===== src/rtl/spi_dbuf_master.sv =====
module spi_dbuf_master #(
  parameter int WORD_W = 32,
  parameter int DIV_W  = 8,
  parameter int GAP_W  = 8
) (
  input  logic              clk,
  input  logic              rst_n,
  input  logic              reg_wr,
  input  logic [2:0]        reg_addr,
  input  logic [WORD_W-1:0] reg_wdata,
  output logic [WORD_W-1:0] reg_rdata,
  output logic              sclk,
  output logic              ss,
  output logic              mosi0,
  input  logic              miso0,
  output logic              mosi1,
  input  logic              miso1,
  output logic              irq
);
  localparam int CNT_W = $clog2(WORD_W);
  localparam logic [CNT_W-1:0] LAST_BIT = CNT_W'(WORD_W - 1);
  localparam logic [2:0] A_CTRL = 3'd0, A_STAT = 3'd1, A_TX0 = 3'd2, A_TX1 = 3'd3,
                         A_RX0 = 3'd4, A_RX1 = 3'd5, A_DIV = 3'd6, A_GAP = 3'd7;

  typedef enum logic [1:0] {ST_IDLE, ST_SHIFT, ST_GAP} st_t;
  st_t st;

  logic buf_mode, two_lane, cpol, ss_hi, ie, flag, hold_vld, sck;
  logic [DIV_W-1:0]  div_q, cnt;
  logic [GAP_W-1:0]  gap_q;
  logic [GAP_W:0]    ghalf;
  logic [CNT_W-1:0]  bitcnt;
  logic [WORD_W-1:0] hold0, hold1, sh0, sh1, rsh0, rsh1, rx0, rx1;

  wire idle     = (st == ST_IDLE);
  wire shifting = (st == ST_SHIFT);
  wire wr_ctrl  = reg_wr && reg_addr == A_CTRL;
  wire clr_req  = reg_wr && reg_addr == A_STAT && reg_wdata[0];
  wire tx_ok    = buf_mode || !shifting;
  wire wr_tx0   = reg_wr && reg_addr == A_TX0 && tx_ok;
  wire wr_tx1   = reg_wr && reg_addr == A_TX1 && tx_ok;
  wire go       = wr_ctrl && reg_wdata[0] && idle && !buf_mode;
  wire start    = go || (idle && buf_mode && hold_vld);
  wire tick     = shifting && cnt == '0;
  wire done     = tick && sck && bitcnt == LAST_BIT;

  always_ff @(posedge clk or negedge rst_n) begin
    if (!rst_n) begin
      st <= ST_IDLE;
      buf_mode <= 1'b0; two_lane <= 1'b0; cpol <= 1'b0; ss_hi <= 1'b0; ie <= 1'b0;
      div_q <= '0; gap_q <= '0; cnt <= '0; ghalf <= '0; bitcnt <= '0;
      flag <= 1'b0; hold_vld <= 1'b0; sck <= 1'b0;
      hold0 <= '0; hold1 <= '0; sh0 <= '0; sh1 <= '0;
      rsh0 <= '0; rsh1 <= '0; rx0 <= '0; rx1 <= '0;
    end else begin
      if (wr_ctrl) begin
        buf_mode <= reg_wdata[1];
        two_lane <= reg_wdata[2];
        cpol     <= reg_wdata[3];
        ss_hi    <= reg_wdata[4];
        ie       <= reg_wdata[5];
      end
      if (reg_wr && reg_addr == A_DIV) div_q <= reg_wdata[DIV_W-1:0];
      if (reg_wr && reg_addr == A_GAP) gap_q <= reg_wdata[GAP_W-1:0];
      if (wr_tx1) hold1 <= reg_wdata;
      if (wr_tx0) begin
        hold0    <= reg_wdata;
        hold_vld <= 1'b1;
      end else if (start) begin
        hold_vld <= 1'b0;
      end
      if (done) flag <= 1'b1;
      else if (clr_req) flag <= 1'b0;

      case (st)
        ST_IDLE: if (start) begin
          st <= ST_SHIFT;
          sh0 <= hold0;
          sh1 <= hold1;
          sck <= 1'b0;
          cnt <= div_q;
          bitcnt <= '0;
        end
        ST_SHIFT: if (cnt != '0) begin
          cnt <= cnt - 1'b1;
        end else begin
          cnt <= div_q;
          if (!sck) begin
            sck  <= 1'b1;
            rsh0 <= {rsh0[WORD_W-2:0], miso0};
            rsh1 <= {rsh1[WORD_W-2:0], miso1};
          end else begin
            sck <= 1'b0;
            if (bitcnt == LAST_BIT) begin
              rx0 <= rsh0;
              if (two_lane) rx1 <= rsh1;
              if (buf_mode && gap_q != '0) begin
                st <= ST_GAP;
                ghalf <= {gap_q, 1'b0};
              end else begin
                st <= ST_IDLE;
              end
            end else begin
              sh0 <= {sh0[WORD_W-2:0], 1'b0};
              sh1 <= {sh1[WORD_W-2:0], 1'b0};
              bitcnt <= bitcnt + 1'b1;
            end
          end
        end
        ST_GAP: if (cnt != '0) begin
          cnt <= cnt - 1'b1;
        end else begin
          cnt <= div_q;
          if (ghalf == (GAP_W+1)'(1)) st <= ST_IDLE;
          else ghalf <= ghalf - 1'b1;
        end
        default: st <= ST_IDLE;
      endcase
    end
  end

  always_comb begin
    case (reg_addr)
      A_CTRL:  reg_rdata = {{(WORD_W-6){1'b0}}, ie, ss_hi, cpol, two_lane, buf_mode, 1'b0};
      A_STAT:  reg_rdata = {{(WORD_W-3){1'b0}}, !idle, hold_vld, flag};
      A_TX0:   reg_rdata = hold0;
      A_TX1:   reg_rdata = hold1;
      A_RX0:   reg_rdata = rx0;
      A_RX1:   reg_rdata = rx1;
      A_DIV:   reg_rdata = {{(WORD_W-DIV_W){1'b0}}, div_q};
      default: reg_rdata = {{(WORD_W-GAP_W){1'b0}}, gap_q};
    endcase
  end

  assign sclk  = sck ^ cpol;
  assign ss    = shifting ? ss_hi : !ss_hi;
  assign mosi0 = shifting && sh0[WORD_W-1];
  assign mosi1 = shifting && two_lane && sh1[WORD_W-1];
  assign irq   = flag && ie;
endmodule


===== config.mk =====
export PLATFORM = sky130hd
export DESIGN_NAME = spi_dbuf_master
export DESIGN_NICKNAME = d
export VERILOG_FILES = /design/src/rtl/spi_dbuf_master.sv
export SDC_FILE = /design/constraint.sdc
export NUM_CORES = 1
export LEC_CHECK = 0
export BUFFER_PORTS_ARGS = -buffer_cell sky130_fd_sc_hd__buf_2
export CAP_MARGIN = 20
export CORE_UTILIZATION = 45
export DETAILED_ROUTE_END_ITERATION = 7
export HOLD_SLACK_MARGIN = 0.1
export PLACE_DENSITY = 0.68
export SKIP_CTS_REPAIR_TIMING = 1
export SLEW_MARGIN = 25
export SYNTH_ARGS = -nofsm -noshare
export SYNTH_HDL_FRONTEND = slang
export SYNTH_SLANG_ARGS = --single-unit

===== constraint.sdc =====
create_clock -name clk -period 3.3 [get_ports clk]
set_input_delay 0.33 -clock clk [delete_from_list [all_inputs] [get_ports clk]]
set_output_delay 0.33 -clock clk [all_outputs]
set_load 0.01 [all_outputs]

==> results.yml <==
outcome:
  outcome: "finished clean"
setup_path:
  startpoint: "cnt[2]"
  critPathMaxFanout: 15
  worstPathArrival_ns: 3.25
  critPathCaptureType: "flop"
  cp_data_required_time_ns: 3.72
  r2r_start: "cnt[2]"
  crit_type: "flop to flop"
  crit_path_start_kind: "flop"
power:
  combPwrFrac: 0.250
  p_sw_frac: 0.311
  p_seq_frac: 0.421
  p_per_area_nw_per_um2: 804
  intPower_mw: 8.90
  clkPwrFrac: 0.330
  power.total_mw: 12.9
  leakagePower_nw: 7.63
  p_sw_mw: 4.01
  ir_worst_vdd_v: 0.000458
detailed_routing:
  drc_errors: 0
  route.vias.total: 9192
  ant_nets: 0
  vias_per_cell: 5.68
  first_pass_iters: 5
  wire_per_inst_um: 19.5
  routed_wl_um: 31500
  drt_iter0_markers: 662
die:
  die_h_um: 176
  initial_utilization: 0.458
  core_um2: 29700
  die_w_um: 176
  fp-row-count: 63
  die-area_um2: 30900
  pin_count: 77
sta:
  setup_tns_ns: 0
  period_share: 0.857
  final.setup_skew_ns: 0.0319
  fin_crit_ns: 2.83
  tightest_slew_ns: 0.937
  maxSlewHeadroom: 0.376
  setup_violations: 0
  finalMaxSlewViolations: 0
  max_freq_mhz: 353
  final_hold_viol_count: 0
  rsz0062_at_grt: "false"
yosys:
  seq_area_frac_synth: 0.559
  synth_seq_cells: 304
  synth_nets: 1154
  ys_warn_count: 0
  synth_area_um2: 13600
  async_flop_share: 1.00
  synth.distinct_cells: 57
  synth_enable_flop_cells: 0
  syn-instance-count: 1104
  synth_ff_type: "dfrtp_1"
  syn_area_per_cell_um2: 12.3
cts:
  clk_latency_ns: 0.52
  htreeDepth: 2
  clkSinkCount: 304
  cts.path.max_buffers: 3
  cts_inserted_buffers: 34
  cts_tree: "yes"
  cts_root_buf: "clkbuf_16"
  clkTransAtPathRegs_ns: 0.06
placed_design:
  dpl-instance-area_um2: 14600
  port_buffers: 76
  gp_congestion: 0.844
  dp_hpwl_um: 20700
final_layout:
  regArea_um2: 7610
  final_area_um2: 16100
  fill_cells: 2473
  nets: 1253
  mostFrequentLayoutCells: "dfrtp_1 (304), mux2_2 (220), a21oi_1 (79), nor2_1 (77), buf_2 (75)"
  layout_commonest_cell: "dfrtp_1"
  area.growth.synth_to_final_pct: 18.1
  antennaDiodeCount: 0
  drive_gt1_frac: 0.324
  multi_input_area_um2: 5650
global_routing:
  grt_pass1_wl_um: 51400
  grt.total_usage: 0.209
  grt_pass1_vias: 9312
  antenna_found_initial: 0
  grt_overflow_total: 0
  grt_max_degree: 95
min_path:
  hold_start: "reg_wdata[11]"
  hp-class: "primary input to flop"
run:
  maxCapViolCount: 0
[power groups by stage]
stage	Combinational (mW)	Clock, mW	Sequential, mW
2_1_floorplan	2.46	0	5.19
3_3_place_gp	3.09	0	5.44
3_5_place_dp	3.20	0	5.47
4_1_cts	3.22	4.34	5.42
5_1_grt	3.60	4.49	5.56
6_report	3.23	4.26	5.43
[synthesized netlist by cell type, types with 3 or more instances]
| master | n | area [µm²] |
|---|---|---|
| dfrtp_1 | 304 | 7610 |
| mux2_2 | 220 | 2480 |
| a21oi_1 | 79 | 395 |
| nor2_1 | 79 | 297 |
| mux2i_1 | 74 | 741 |
| a22oi_1 | 50 | 375 |
| nand2_1 | 50 | 188 |
| clkbuf_1 | 35 | 131 |
| o21ai_0 | 31 | 155 |
| inv_1 | 20 | 75.1 |
| buf_2 | 17 | 85.1 |
| nand3_1 | 16 | 80.1 |
| buf_1 | 12 | 45.0 |
| ha_1 | 10 | 125 |
| nor4_1 | 7 | 43.8 |
| a221oi_1 | 6 | 52.6 |
| nor3_1 | 6 | 30.0 |
| buf_4 | 5 | 37.5 |
| nand2b_1 | 5 | 31.3 |
| nor2b_1 | 5 | 31.3 |
| and2_1 | 4 | 25.0 |
| and3_1 | 4 | 25.0 |
| nand4_1 | 4 | 25.0 |
| o31a_1 | 4 | 35.0 |
| a221o_1 | 3 | 30.0 |
| a22o_1 | 3 | 26.3 |
| a31oi_1 | 3 | 18.8 |
| nand3b_1 | 3 | 22.5 |
| o21a_1 | 3 | 22.5 |
| o2bb2ai_1 | 3 | 26.3 |
| or4_1 | 3 | 22.5 |
[metrics by stage]
step,hold WS [ns],setup WS (ns),util,cells
after global routing,0.106,0.299,0.541,1618
after global placement,0.404,0.540,0.490,1535
after detailed placement,0.406,0.521,0.490,1535
after floorplan,0.0344,0.829,-,1104
after CTS,-0.133,0.459,0.533,1596
final,0.109,0.471,0.541,1618
[logic make-up after synthesis]
logic type	after synthesis	synth area share
mux	296	0.240
fa+ha+maj	10	0.00920
flops	304	0.559
compound gates	205	0.0949
simple gates	197	0.0676
xor+xnor	2	0.00129
buf+inv	90	0.0278
[path summary, 6_finish.rpt]
check / end / slack [ns] / cells after the start
worst max-delay path: bitcnt[2] / 0.47 / 6
worst min-delay path: hold0[11] / 0.11 / 2
min in group asynchronous: ghalf[7] / 0.40 / 2
max in group asynchronous: sh1[27] / 2.01 / 3
worst min register to register: bitcnt[0] / 0.50 / 1
worst max register to register: bitcnt[2] / 0.47 / 6
[metal layers]
layer	wire length, µm	part of all wire	GRT usage
met2	15100	0.48	0.336
met4	619	0.020	0.0562
met3	1490	0.047	0.0299
met5	0	0	0
met1	14300	0.45	0.296
[sequential cells by signal, summed over array words and instances, names as in the netlist, 9 cells and up]
register and count:
rsh1 32, rsh0 32, sh1 32, rx0 32
hold1 32, hold0 32, sh0 32, ghalf 9
rx1 32
[cell type report]
type                       count  area share
clock buffer                  45      0.0587
clock inverter                16      0.0206
inverter                      21     0.00491
multi-input combinational    710       0.352
sequential                   304       0.474
tap                          390      0.0304
timing repair buffer         132      0.0601
[worst max-delay path, stage by stage, from the launching register on]
cell and delay [ns]:
dfrtp_1 0.43, or4_1 0.67, or4_1 0.61, a21oi_4 0.54, buf_4 0.26, nand2_1 0.07
o2bb2ai_1 0.16
(Power assumes the default switching activity.)
